<file path="config.mk">
export PLATFORM = sky130hd
export DESIGN_NAME = fuse_read_seq
export DESIGN_NICKNAME = d
export VERILOG_FILES = /design/src/rtl/fuse_seq_pkg.sv /design/src/rtl/fuse_seq_ctl.sv /design/src/rtl/fuse_seq_dp.sv /design/src/rtl/fuse_read_seq.sv
export SDC_FILE = /design/constraint.sdc
export NUM_CORES = 1
export LEC_CHECK = 0
export BUFFER_PORTS_ARGS = -buffer_cell sky130_fd_sc_hd__buf_2
export CAP_MARGIN = 30
export CORE_UTILIZATION = 45
export DETAILED_ROUTE_END_ITERATION = 10
export PLACE_DENSITY = 0.58
export SYNTH_ARGS = -nofsm -noshare
export SYNTH_HDL_FRONTEND = slang
export SYNTH_HIERARCHICAL = 1
export SYNTH_SLANG_ARGS = --single-unit
</file>
<file path="constraint.sdc">
create_clock -name clk -period 18.4 [get_ports clk]
set_input_delay 5.52 -clock clk [delete_from_list [all_inputs] [get_ports clk]]
set_output_delay 5.52 -clock clk [all_outputs]
set_load 0.03 [all_outputs]
</file>
<file path="src/rtl/fuse_seq_pkg.sv">
package fuse_seq_pkg;
  // number of macro control lines and their index in the timing bank
  localparam int NSIG     = 5;
  localparam int SIG_SEL  = 0;
  localparam int SIG_PGM  = 1;
  localparam int SIG_LOAD = 2;
  localparam int SIG_AEN  = 3;
  localparam int SIG_STB  = 4;

  // timing field width: start in the upper half, length in the lower half
  localparam int TW = 16;
  localparam int CW = TW + 1;

  // register word addresses
  localparam int WORD_MODE   = 0;
  localparam int WORD_STATUS = 6;
  localparam int WORD_DATA   = 8;
  localparam int WORD_CTRL   = 9;
  localparam int WORD_TIME0  = 15;
  localparam int WORD_REV    = 20;

  typedef struct packed {
    logic loadShadow;  // start accepted: freeze profile and address
    logic capture;     // last strobe cycle: latch sensed byte
    logic done;        // last cycle of the sequence
  } seqStrobes_t;
endpackage

</file>
<file path="src/rtl/fuse_seq_ctl.sv">
module fuse_seq_ctl
  import fuse_seq_pkg::*;
(
  input  logic                      clk,
  input  logic                      rstN,
  input  logic                      cmdReq,
  input  logic [NSIG-1:0][2*TW-1:0] shadowTiming,
  output seqStrobes_t               strobes,
  output logic [NSIG-1:0]           pinWin,
  output logic                      busy,
  output logic [CW-1:0]             seqCount
);
  logic          busyQ;
  logic [CW-1:0] cntQ;
  logic [CW-1:0] sigEnd [NSIG];
  logic [NSIG-1:0] sigLive;
  logic [CW-1:0] endMax;
  logic          lastCycle;

  genvar gi;
  generate
    for (gi = 0; gi < NSIG; gi++) begin : g_win
      logic [CW-1:0] sStart;
      logic [CW-1:0] sLen;
      assign sStart      = {1'b0, shadowTiming[gi][2*TW-1:TW]};
      assign sLen        = {1'b0, shadowTiming[gi][TW-1:0]};
      assign sigEnd[gi]  = sStart + sLen;
      assign sigLive[gi] = (sLen != '0);
      assign pinWin[gi]  = busyQ && sigLive[gi] && (cntQ >= sStart) && (cntQ < sigEnd[gi]);
    end
  endgenerate

  always_comb begin
    endMax = '0;
    for (int i = 0; i < NSIG; i++) begin
      if (sigLive[i] && (sigEnd[i] > endMax)) endMax = sigEnd[i];
    end
  end

  assign lastCycle = busyQ && ((cntQ + CW'(1)) >= endMax);

  always_ff @(posedge clk or negedge rstN) begin
    if (!rstN) begin
      busyQ <= 1'b0;
      cntQ  <= '0;
    end else if (cmdReq && !busyQ) begin
      busyQ <= 1'b1;
      cntQ  <= '0;
    end else if (lastCycle) begin
      busyQ <= 1'b0;
    end else if (busyQ) begin
      cntQ  <= cntQ + CW'(1);
    end
  end

  assign strobes.loadShadow = cmdReq && !busyQ;
  assign strobes.capture    = busyQ && sigLive[SIG_STB] && (cntQ == sigEnd[SIG_STB] - CW'(1));
  assign strobes.done       = lastCycle;
  assign busy               = busyQ;
  assign seqCount           = cntQ;
endmodule

</file>
<file path="src/rtl/fuse_seq_dp.sv">
module fuse_seq_dp
  import fuse_seq_pkg::*;
#(
  parameter int          AW       = 6,
  parameter int          ADDR_W   = 10,
  parameter int          DATA_W   = 8,
  parameter logic [31:0] REVISION = 32'h0000_0001
) (
  input  logic                      clk,
  input  logic                      rstN,
  input  logic                      regWe,
  input  logic                      regRe,
  input  logic [AW-1:0]             regAddr,
  input  logic [31:0]               regWdata,
  output logic [31:0]               regRdata,
  input  seqStrobes_t               strobes,
  input  logic                      busy,
  input  logic [DATA_W-1:0]         macroDout,
  output logic                      cmdReq,
  output logic [NSIG-1:0][2*TW-1:0] shadowTiming,
  output logic [ADDR_W-1:0]         fuseAddr,
  output logic                      modeUser,
  output logic                      finish
);
  localparam int ADDR_LSB = 16;

  logic [NSIG-1:0][2*TW-1:0] liveTiming;
  logic [DATA_W-1:0]         dataQ;
  logic                      modeQ;
  logic                      finishQ;
  logic [ADDR_W-1:0]         addrQ;
  logic [31:0]               rdMux;

  assign cmdReq = regWe && (regAddr == AW'(WORD_CTRL)) && regWdata[0] && regWdata[1] && !modeQ;

  genvar gi;
  generate
    for (gi = 0; gi < NSIG; gi++) begin : g_time
      always_ff @(posedge clk or negedge rstN) begin
        if (!rstN) begin
          liveTiming[gi]   <= '0;
          shadowTiming[gi] <= '0;
        end else begin
          if (regWe && (regAddr == AW'(WORD_TIME0 + gi))) liveTiming[gi] <= regWdata;
          if (strobes.loadShadow) shadowTiming[gi] <= liveTiming[gi];
        end
      end
    end
  endgenerate

  always_ff @(posedge clk or negedge rstN) begin
    if (!rstN) begin
      modeQ   <= 1'b0;
      addrQ   <= '0;
      dataQ   <= '0;
      finishQ <= 1'b0;
    end else begin
      if (regWe && (regAddr == AW'(WORD_MODE))) modeQ <= regWdata[0];
      if (strobes.loadShadow) addrQ <= regWdata[ADDR_LSB +: ADDR_W];
      if (strobes.capture) dataQ <= macroDout;
      if (strobes.done) finishQ <= 1'b1;
      else if (regWe && (regAddr == AW'(WORD_STATUS)) && regWdata[0]) finishQ <= 1'b0;
    end
  end

  always_comb begin
    rdMux = '0;
    if (regAddr == AW'(WORD_MODE))   rdMux = {31'b0, modeQ};
    if (regAddr == AW'(WORD_STATUS)) rdMux = {30'b0, busy, finishQ};
    if (regAddr == AW'(WORD_DATA))   rdMux = 32'(dataQ);
    if (regAddr == AW'(WORD_CTRL))   rdMux = 32'(addrQ) << ADDR_LSB;
    if (regAddr == AW'(WORD_REV))    rdMux = REVISION;
    for (int i = 0; i < NSIG; i++) begin
      if (regAddr == AW'(WORD_TIME0 + i)) rdMux = liveTiming[i];
    end
  end

  always_ff @(posedge clk or negedge rstN) begin
    if (!rstN)      regRdata <= '0;
    else if (regRe) regRdata <= rdMux;
  end

  assign fuseAddr = addrQ;
  assign modeUser = modeQ;
  assign finish   = finishQ;
endmodule

</file>
<file path="src/rtl/fuse_read_seq.sv">
module fuse_read_seq
  import fuse_seq_pkg::*;
#(
  parameter int          AW       = 6,
  parameter int          ADDR_W   = 10,
  parameter int          DATA_W   = 8,
  parameter logic [31:0] REVISION = 32'h0000_0001
) (
  input  logic              clk,
  input  logic              rstN,
  input  logic              regWe,
  input  logic              regRe,
  input  logic [AW-1:0]     regAddr,
  input  logic [31:0]       regWdata,
  output logic [31:0]       regRdata,
  output logic              macroSel,
  output logic              macroProgEn,
  output logic              macroLoad,
  output logic              macroAddrEn,
  output logic              macroStrobe,
  output logic [ADDR_W-1:0] macroAddr,
  input  logic [DATA_W-1:0] macroDout
);
  seqStrobes_t               strobes;
  logic                      cmdReq;
  logic [NSIG-1:0][2*TW-1:0] shadowTiming;
  logic [NSIG-1:0]           pinWin;
  logic                      busy;
  logic [CW-1:0]             seqCount;
  logic                      modeUser;
  logic                      finish;

  fuse_seq_dp #(
    .AW(AW), .ADDR_W(ADDR_W), .DATA_W(DATA_W), .REVISION(REVISION)
  ) u_dp (
    .clk(clk), .rstN(rstN), .regWe(regWe), .regRe(regRe), .regAddr(regAddr),
    .regWdata(regWdata), .regRdata(regRdata), .strobes(strobes), .busy(busy),
    .macroDout(macroDout), .cmdReq(cmdReq), .shadowTiming(shadowTiming),
    .fuseAddr(macroAddr), .modeUser(modeUser), .finish(finish)
  );

  fuse_seq_ctl u_ctl (
    .clk(clk), .rstN(rstN), .cmdReq(cmdReq), .shadowTiming(shadowTiming),
    .strobes(strobes), .pinWin(pinWin), .busy(busy), .seqCount(seqCount)
  );

  assign macroSel    = pinWin[SIG_SEL];
  assign macroProgEn = pinWin[SIG_PGM];
  assign macroLoad   = pinWin[SIG_LOAD];
  assign macroAddrEn = pinWin[SIG_AEN];
  assign macroStrobe = pinWin[SIG_STB];
endmodule

</file>
# Word-level counts from Yosys, hierarchy flattened
# Cells that the tools add are included.
[classes]
add_sub_neg = 7
n_reduce_logical = 47
order_cmp = 16
n_eq_ne = 11
muxes = 22
[ops]
columns = ["operator", "n"]
rows = [
  ["32-bit 2-to-1 mux", 5],
  ["17-bit 2-to-1 mux", 8],
  ["16-bit by 16-bit adder with 17-bit output", 5],
  ["17-bit by 16-bit greater-or-equal comparator with 1-bit output", 5],
  ["17-bit less-than comparator", 5],
  ["17-bit nonzero test", 5],
  ["17-bit greater-than comparator", 4],
  ["26-bit 2-to-1 mux", 2],
  ["1-bit logical AND", 35],
  ["6-bit by 5-bit == test with 1-bit output, second input constant", 5],
  ["6-bit by 4-bit == test with 1-bit output, second input constant", 3],
  ["17-bit by 1-bit adder with 17-bit output, second input constant", 1],
  ["17-bit == test", 1],
  ["17-bit greater-or-equal comparator", 1],
  ["17-bit by 1-bit greater-than comparator with 1-bit output, second input constant", 1],
  ["17-bit by 1-bit subtractor with 17-bit output, second input constant", 1],
  ["8-bit 2-to-1 mux", 1],
  ["6-bit by 3-bit == test with 1-bit output, second input constant", 1],
  ["6-bit zero test", 1],
  ["2-bit nonzero test", 3],
  ["1-bit 2-to-1 mux", 5],
  ["1-bit zero test", 2],
  ["2-bit 2-to-1 mux", 1],
  ["2-bit inequality test, second input constant", 1],
  ["2-bit AND reduction", 1],
]
[totals]
out_inout_bits = 47
inputBits = 50
wordCells = 120
ff_bits = 390

# Logic depth before layout (Yosys ltp)
[logic_depth]
depth_word = 20
mapped_depth = 67

# By module
# Netlist, hierarchy kept.
[by_module_without_submodules]
columns = ["mod", "n_inst", "seq_area_each_um2", "cells_each", "area_per_inst_um2"]
rows = [
  ["fuse_seq_dp", 1, 9308.9, 1013, 15148.3],
  ["fuse_seq_ctl", 1, 450.4, 1552, 12276.8],
]

# Worst setup path before layout
# No wires, ideal clock.
[synth_timing]
path_type = "register to register"
startpoint = "register u_dp/shadowTiming[32] in the netlist's numbering"
endpoint = "register u_ctl.cntQ[14] (netlist: u_ctl/seqCount[14])"
t_required_ns = 18.305
stages_incl_launch_ff = 65
slack_ns = 5.609
arrival_ns = 12.695
path_cell_list = "dfrtp_1 -> ha_1 -> fa_1 -> a21o_1 -> a21oi_1 -> o21ai_1 -> a31oi_1 -> a21oi_1 -> xor2_1 -> ha_1 -> a21o_1 -> a21o_1 -> a21oi_1 -> o21ai_1 -> a211o_1 -> o221ai_2 -> buf_4 -> buf_4 -> [... 29 more ...] -> a21oi_1 -> o211ai_1 -> o211ai_1 -> a21oi_1 -> clkbuf_1 -> mux2_2 -> ha_1 -> nor2b_1 -> o21a_1 -> o21a_1 -> o21a_1 -> o31a_1 -> o2111ai_1 -> a21oi_1 -> o31ai_1 -> clkbuf_1 -> nand2_1 -> o31ai_1"
[synth_between]
elab_chain_len = 17
[synth_rtl]
columns = ["element", "line_no", "rtl"]
rows = [
  ["start: declaration", "fuse_seq_dp.sv:20", "output logic [NSIG-1:0][2*TW-1:0] shadowTiming,"],
  ["start signal: indexed assignment", "fuse_seq_dp.sv:45", "if (strobes.loadShadow) shadowTiming[gi] <= liveTiming[gi];"],
  ["16-bit by 16-bit adder with 17-bit output", "fuse_seq_ctl.sv:27", "assign sigEnd[gi] = sStart + sLen;"],
  ["17-bit greater-than comparator", "fuse_seq_ctl.sv:36", "if (sigLive[i] && (sigEnd[i] > endMax)) endMax = sigEnd[i];"],
  ["1-bit logical AND", "fuse_seq_ctl.sv:36", ""],
  ["17-bit 2-to-1 mux *", "fuse_seq_ctl.sv:36", ""],
  ["17-bit greater-than comparator", "fuse_seq_ctl.sv:36", ""],
  ["1-bit logical AND", "fuse_seq_ctl.sv:36", ""],
  ["17-bit 2-to-1 mux *", "fuse_seq_ctl.sv:36", ""],
  ["17-bit greater-than comparator", "fuse_seq_ctl.sv:36", ""],
  ["1-bit logical AND", "fuse_seq_ctl.sv:36", ""],
  ["17-bit 2-to-1 mux *", "fuse_seq_ctl.sv:36", ""],
  ["17-bit greater-than comparator", "fuse_seq_ctl.sv:36", ""],
  ["1-bit logical AND", "fuse_seq_ctl.sv:36", ""],
  ["17-bit 2-to-1 mux *", "fuse_seq_ctl.sv:36", ""],
  ["17-bit greater-or-equal comparator *", "fuse_seq_ctl.sv:40", "assign lastCycle = busyQ && ((cntQ + CW'(1)) >= endMax);"],
  ["1-bit logical AND *", "fuse_seq_ctl.sv:40", ""],
  ["2-bit inequality test (no source line) *", "--", ""],
  ["2-bit AND reduction (no source line) *", "--", ""],
  ["end signal: assignment", "fuse_seq_ctl.sv:52", "cntQ <= cntQ + CW'(1);"],
  ["end: declaration", "fuse_seq_ctl.sv:14", "logic [CW-1:0] cntQ;"],
]
# Mark *: on every way between the ends. The rest lies on a longest branch, timed or not.
# A chain may end at the register's enable or synchronous reset.

# Worst setup path after layout
[layout_timing]
startpoint = "register u_dp/shadowTiming[0] in the netlist's numbering"
endpoint = "register u_ctl.cntQ[12] (netlist: u_ctl/seqCount[12])"
[layout_between]
elab_chain_len = 20
[layout_rtl]
columns = ["element", "line_no"]
rows = [
  ["16-bit by 16-bit adder with 17-bit output", "fuse_seq_ctl.sv:27"],
  ["17-bit by 1-bit greater-than comparator with 1-bit output", "fuse_seq_ctl.sv:36"],
  ["1-bit logical AND", "fuse_seq_ctl.sv:36"],
  ["17-bit 2-to-1 mux *", "fuse_seq_ctl.sv:36"],
  ["17-bit greater-than comparator", "fuse_seq_ctl.sv:36"],
  ["1-bit logical AND", "fuse_seq_ctl.sv:36"],
  ["17-bit 2-to-1 mux *", "fuse_seq_ctl.sv:36"],
  ["17-bit greater-than comparator", "fuse_seq_ctl.sv:36"],
  ["[... 4 more ...]", "--"],
  ["17-bit 2-to-1 mux *", "fuse_seq_ctl.sv:36"],
  ["17-bit greater-than comparator", "fuse_seq_ctl.sv:36"],
  ["1-bit logical AND", "fuse_seq_ctl.sv:36"],
  ["17-bit 2-to-1 mux *", "fuse_seq_ctl.sv:36"],
  ["17-bit greater-or-equal comparator *", "fuse_seq_ctl.sv:40"],
  ["1-bit logical AND *", "fuse_seq_ctl.sv:40"],
  ["2-bit inequality test (no source line) *", "--"],
  ["2-bit AND reduction (no source line) *", "--"],
]
# Marked as above.

==> impl_metrics.env <==
export IMPL_firstDrtPassIters=8
export IMPL_async_reset_ff_share_pct=100.0
export IMPL_clockBufferDepth=3
export IMPL_worstPathRequired_ps=18920
export IMPL_h_tree_depth=2
export IMPL_crit_slowest_cell="a311oi_1"
export IMPL_synthXorXnorAreaFrac_pct=3.139
export IMPL_max_cap_viol_count=0
export IMPL_synth_top_area_cell="dfrtp_1"
export IMPL_hold_violations=0
export IMPL_synthMuxAreaShare_pct=17.52
export IMPL_r2r_setup_slack_ps=4820
export IMPL_grt_pass1_wl_um=145700
export IMPL_synth_seq_area_share_pct=35.59
export IMPL_skew_ps=37.09
export IMPL_arrival_ps=14100
export IMPL_clk_pin_slew_ps=60
export IMPL_worstReg2RegStart="u_dp/shadowTiming[0]$_DFFE_PN0P_"
export IMPL_route_vias_total=21660
export IMPL_ys_top_cells_by_area="dfrtp_1 (36%), ha_1 (15%), mux2_2 (14%)"
export IMPL_dieArea_sq_um=61940
export IMPL_synth_compound_area_share_pct=14.80
export IMPL_rows=90
export IMPL_synth_fa_ha_area_share_pct=15.33
export IMPL_postSynthCellCount=2565
export IMPL_period_minus_slack_ps=13580
export IMPL_end_kind="register"
export IMPL_multi_input_area_sq_um=16550
export IMPL_yosysWarnings=6
export IMPL_post_cts_setup_buffer_count=0
export IMPL_relSlewSlack_pct=32.47
export IMPL_dpl_hpwl_um=75940
export IMPL_grt_setup_unrepaired="false"
export IMPL_synth_top_family_by_area="multiplexers"
export IMPL_synth_ff_type="dfrtp_1"
export IMPL_wl_per_cell_um=28.42
export IMPL_synth_edf_count=0
export IMPL_cts_num_sinks=390
export IMPL_rr_endpoint="u_ctl/seqCount[12]$_DFFE_PN0P_"
export IMPL_worst_pin_slew_ps=1013
export IMPL_core_sq_um=60250
export IMPL_path_max_fanout=23
export IMPL_initial_utilization_pct=45.52
export IMPL_synth_nets=2948
export IMPL_cts_resized_gates=0
export IMPL_grt_max_degree=158
export IMPL_total_power_mw=2.320
export IMPL_hp_class="reg2reg"
export IMPL_antenna_cells=0
export IMPL_drive_gt1_share_pct=23.97
export IMPL_initialDrtViolationCount=2027
export IMPL_pre_cts_ws_ps=5160
export IMPL_yosysTopAreaCellShare_pct=35.59
export IMPL_synth_area_sq_um=27430
export IMPL_port_buffers=96
export IMPL_finalWorstSetupSlack_ps=4823
export IMPL_slew_viol_final=0
export IMPL_cts_tree="yes"
export IMPL_syn_area_per_cell_sq_um=10.69
export IMPL_slowest_delay_ps=570
export IMPL_rr_worst_depth=59
export IMPL_final_seq_area_sq_um=9759
export IMPL_io_pins=97
export IMPL_final_cell_mix="dfrtp_1 (390), mux2_2 (346), ha_1 (328)"
export IMPL_post_route_drc_count=0
export IMPL_critical_path_class="reg2reg"
export IMPL_cp_start_kind="register"
export IMPL_layout_nets=3051
export IMPL_setup_viol=0
export IMPL_root_buffer="clkbuf_16"
export IMPL_fmax_ghz=0.07365
export IMPL_fillers=5367
export IMPL_drt_total_wl_um=98920
export IMPL_power_density_nw_per_um2=76.15
export IMPL_ant_nets=0
export IMPL_clock_latency_ps=600
export IMPL_fin_crit_sh_pct=73.79
export IMPL_die_w_um=248.9
export IMPL_worstHoldPathCells=1
export IMPL_p_leak_nw=14.77
export IMPL_synth_simple_area_share_pct=9.508
export IMPL_synth_seq_cells=390
export IMPL_area_growth_syn_to_layout_pct=11.10
export IMPL_cts_hold_buf=0
export IMPL_vias_per_cell=6.223
export IMPL_grtUsageTotal_pct=31.90
export IMPL_numCtsBuffers=45
export IMPL_grt_overflow_total=0
export IMPL_antenna_found_initial=6
export IMPL_timing_setup_tns_ps=0
export IMPL_gp_congestion=0.9713
export IMPL_grt_pass1_vias=21360
export IMPL_hold_end="u_dp/regRdata[25]$_DFFE_PN0P_"
export IMPL_irDropWorstVdd_mv=0.08575
export IMPL_yosysUniqueCellTypes=96
export IMPL_final_common_cell="dfrtp_1"
export IMPL_status="finished, final reports clean"
export IMPL_min_delay_start="u_dp/regRdata[25]$_DFFE_PN0P_"
export IMPL_die_height_um=248.9
-- registers in the layout (all words and copies together), names as in the netlist --
| register | flops |
|---|---|
| u_dp/finish | 1 |
| u_dp/regRdata | 32 |
| u_dp/dataQ | 8 |
| u_dp/modeUser | 1 |
| u_dp/fuseAddr | 10 |
| u_ctl/busy | 1 |
| u_dp/liveTiming | 160 |
| u_dp/shadowTiming | 160 |
| u_ctl/seqCount | 17 |
-- Yosys cell counts (6+ instances only) --
master,count
a211o_1,6
a2111oi_0,12
o21a_1,43
nand2_1,95
xor2_1,37
nand3_1,34
o21ai_0,86
and4_1,10
mux2_4,30
or3_1,8
a21boi_0,7
dfrtp_1,390
o31ai_1,9
a222oi_1,13
buf_2,31
mux2_1,15
nand2b_1,30
nand3b_1,20
nor2b_1,28
buf_4,7
a211oi_1,14
a22oi_1,10
nand4_1,35
or2_2,7
o21ai_1,11
and2_1,7
nor4_1,27
and3_1,30
a221oi_1,19
ha_1,328
inv_1,186
o21bai_1,7
a21o_1,95
clkbuf_1,41
nor3_1,36
xnor2_1,52
a31oi_1,18
o221ai_1,11
mux2_2,346
nor2_1,77
o211ai_1,19
a21oi_1,139
mux2i_1,29
-- per-stage QoR --
stage,instance area (sq um),instances,hold slack (ps),util (%)
2_1_floorplan,27430,2565,448.8,-
3_3_place_gp,28800,3396,491.9,47.80
3_5_place_dp,28890,3400,495.2,47.95
4_1_cts,30400,3478,510.7,50.47
5_1_grt,30470,3481,527.1,50.58
6_report,30470,3481,510.9,50.58
-- where the power goes --
group          leakage, nW  internal [mW]  switching [mW]  total, mW
Sequential            5.23          0.918          0.0739      0.992
Clock                0.748          0.540           0.387      0.928
Combinational         8.79          0.168           0.233      0.401
-- worst max path at each step --
stage,cells past startpoint,slack (ps),to,start
after floorplan,64,5610,u_ctl/seqCount[14]$_DFFE_PN0P_,u_dp/shadowTiming[32]$_DFFE_PN0P_
after global placement,58,5440,u_ctl/seqCount[12]$_DFFE_PN0P_,u_dp/shadowTiming[16]$_DFFE_PN0P_
after detailed placement,59,5160,u_ctl/seqCount[12]$_DFFE_PN0P_,u_dp/shadowTiming[16]$_DFFE_PN0P_
after CTS,59,5110,u_ctl/seqCount[12]$_DFFE_PN0P_,u_dp/shadowTiming[0]$_DFFE_PN0P_
after global routing,60,4130,u_ctl/seqCount[12]$_DFFE_PN0P_,u_dp/shadowTiming[0]$_DFFE_PN0P_
final,59,4820,u_ctl/seqCount[12]$_DFFE_PN0P_,u_dp/shadowTiming[0]$_DFFE_PN0P_
-- metal layers --
metal	track usage, %	up-vias	part of all wire (%)
li1	-	9756	-
met1	45.90	10970	46
met2	48.38	771	43
met3	4.796	156	6.6
met4	11.71	8	3.8
met5	0	-	0.054
-- kinds of logic (layout without fill, tap and decap cells) --
logic type | Yosys count | in the layout
muxes | 420 | 420
AOI/OAI and AO/OA | 582 | 582
adders and majority gates | 333 | 333
buffers and inverters | 275 | 409
xor gates and xnor gates | 94 | 94
DFF | 390 | 390
and+or+nand+nor | 471 | 471
-- critical path, delay by kind of cell (launching register included) --
family	cells	cell delay, ps
adders and majority gates	7	2120
DFF	1	380
buffers and inverters	6	1390
AOI/OAI and AO/OA	32	6760
and+or+nand+nor	11	1710
muxes	3	1130
-- cell type report --
cell class,instances,share of cell area (%)
clock buffer,57,4.106
sequential,390,32.03
inverter,188,2.332
clock inverter,21,0.8623
timing repair buffer,143,3.154
multi-input combinational,1900,54.31
tap,782,3.211
Note: power is estimated with default switching activity, not from simulation.
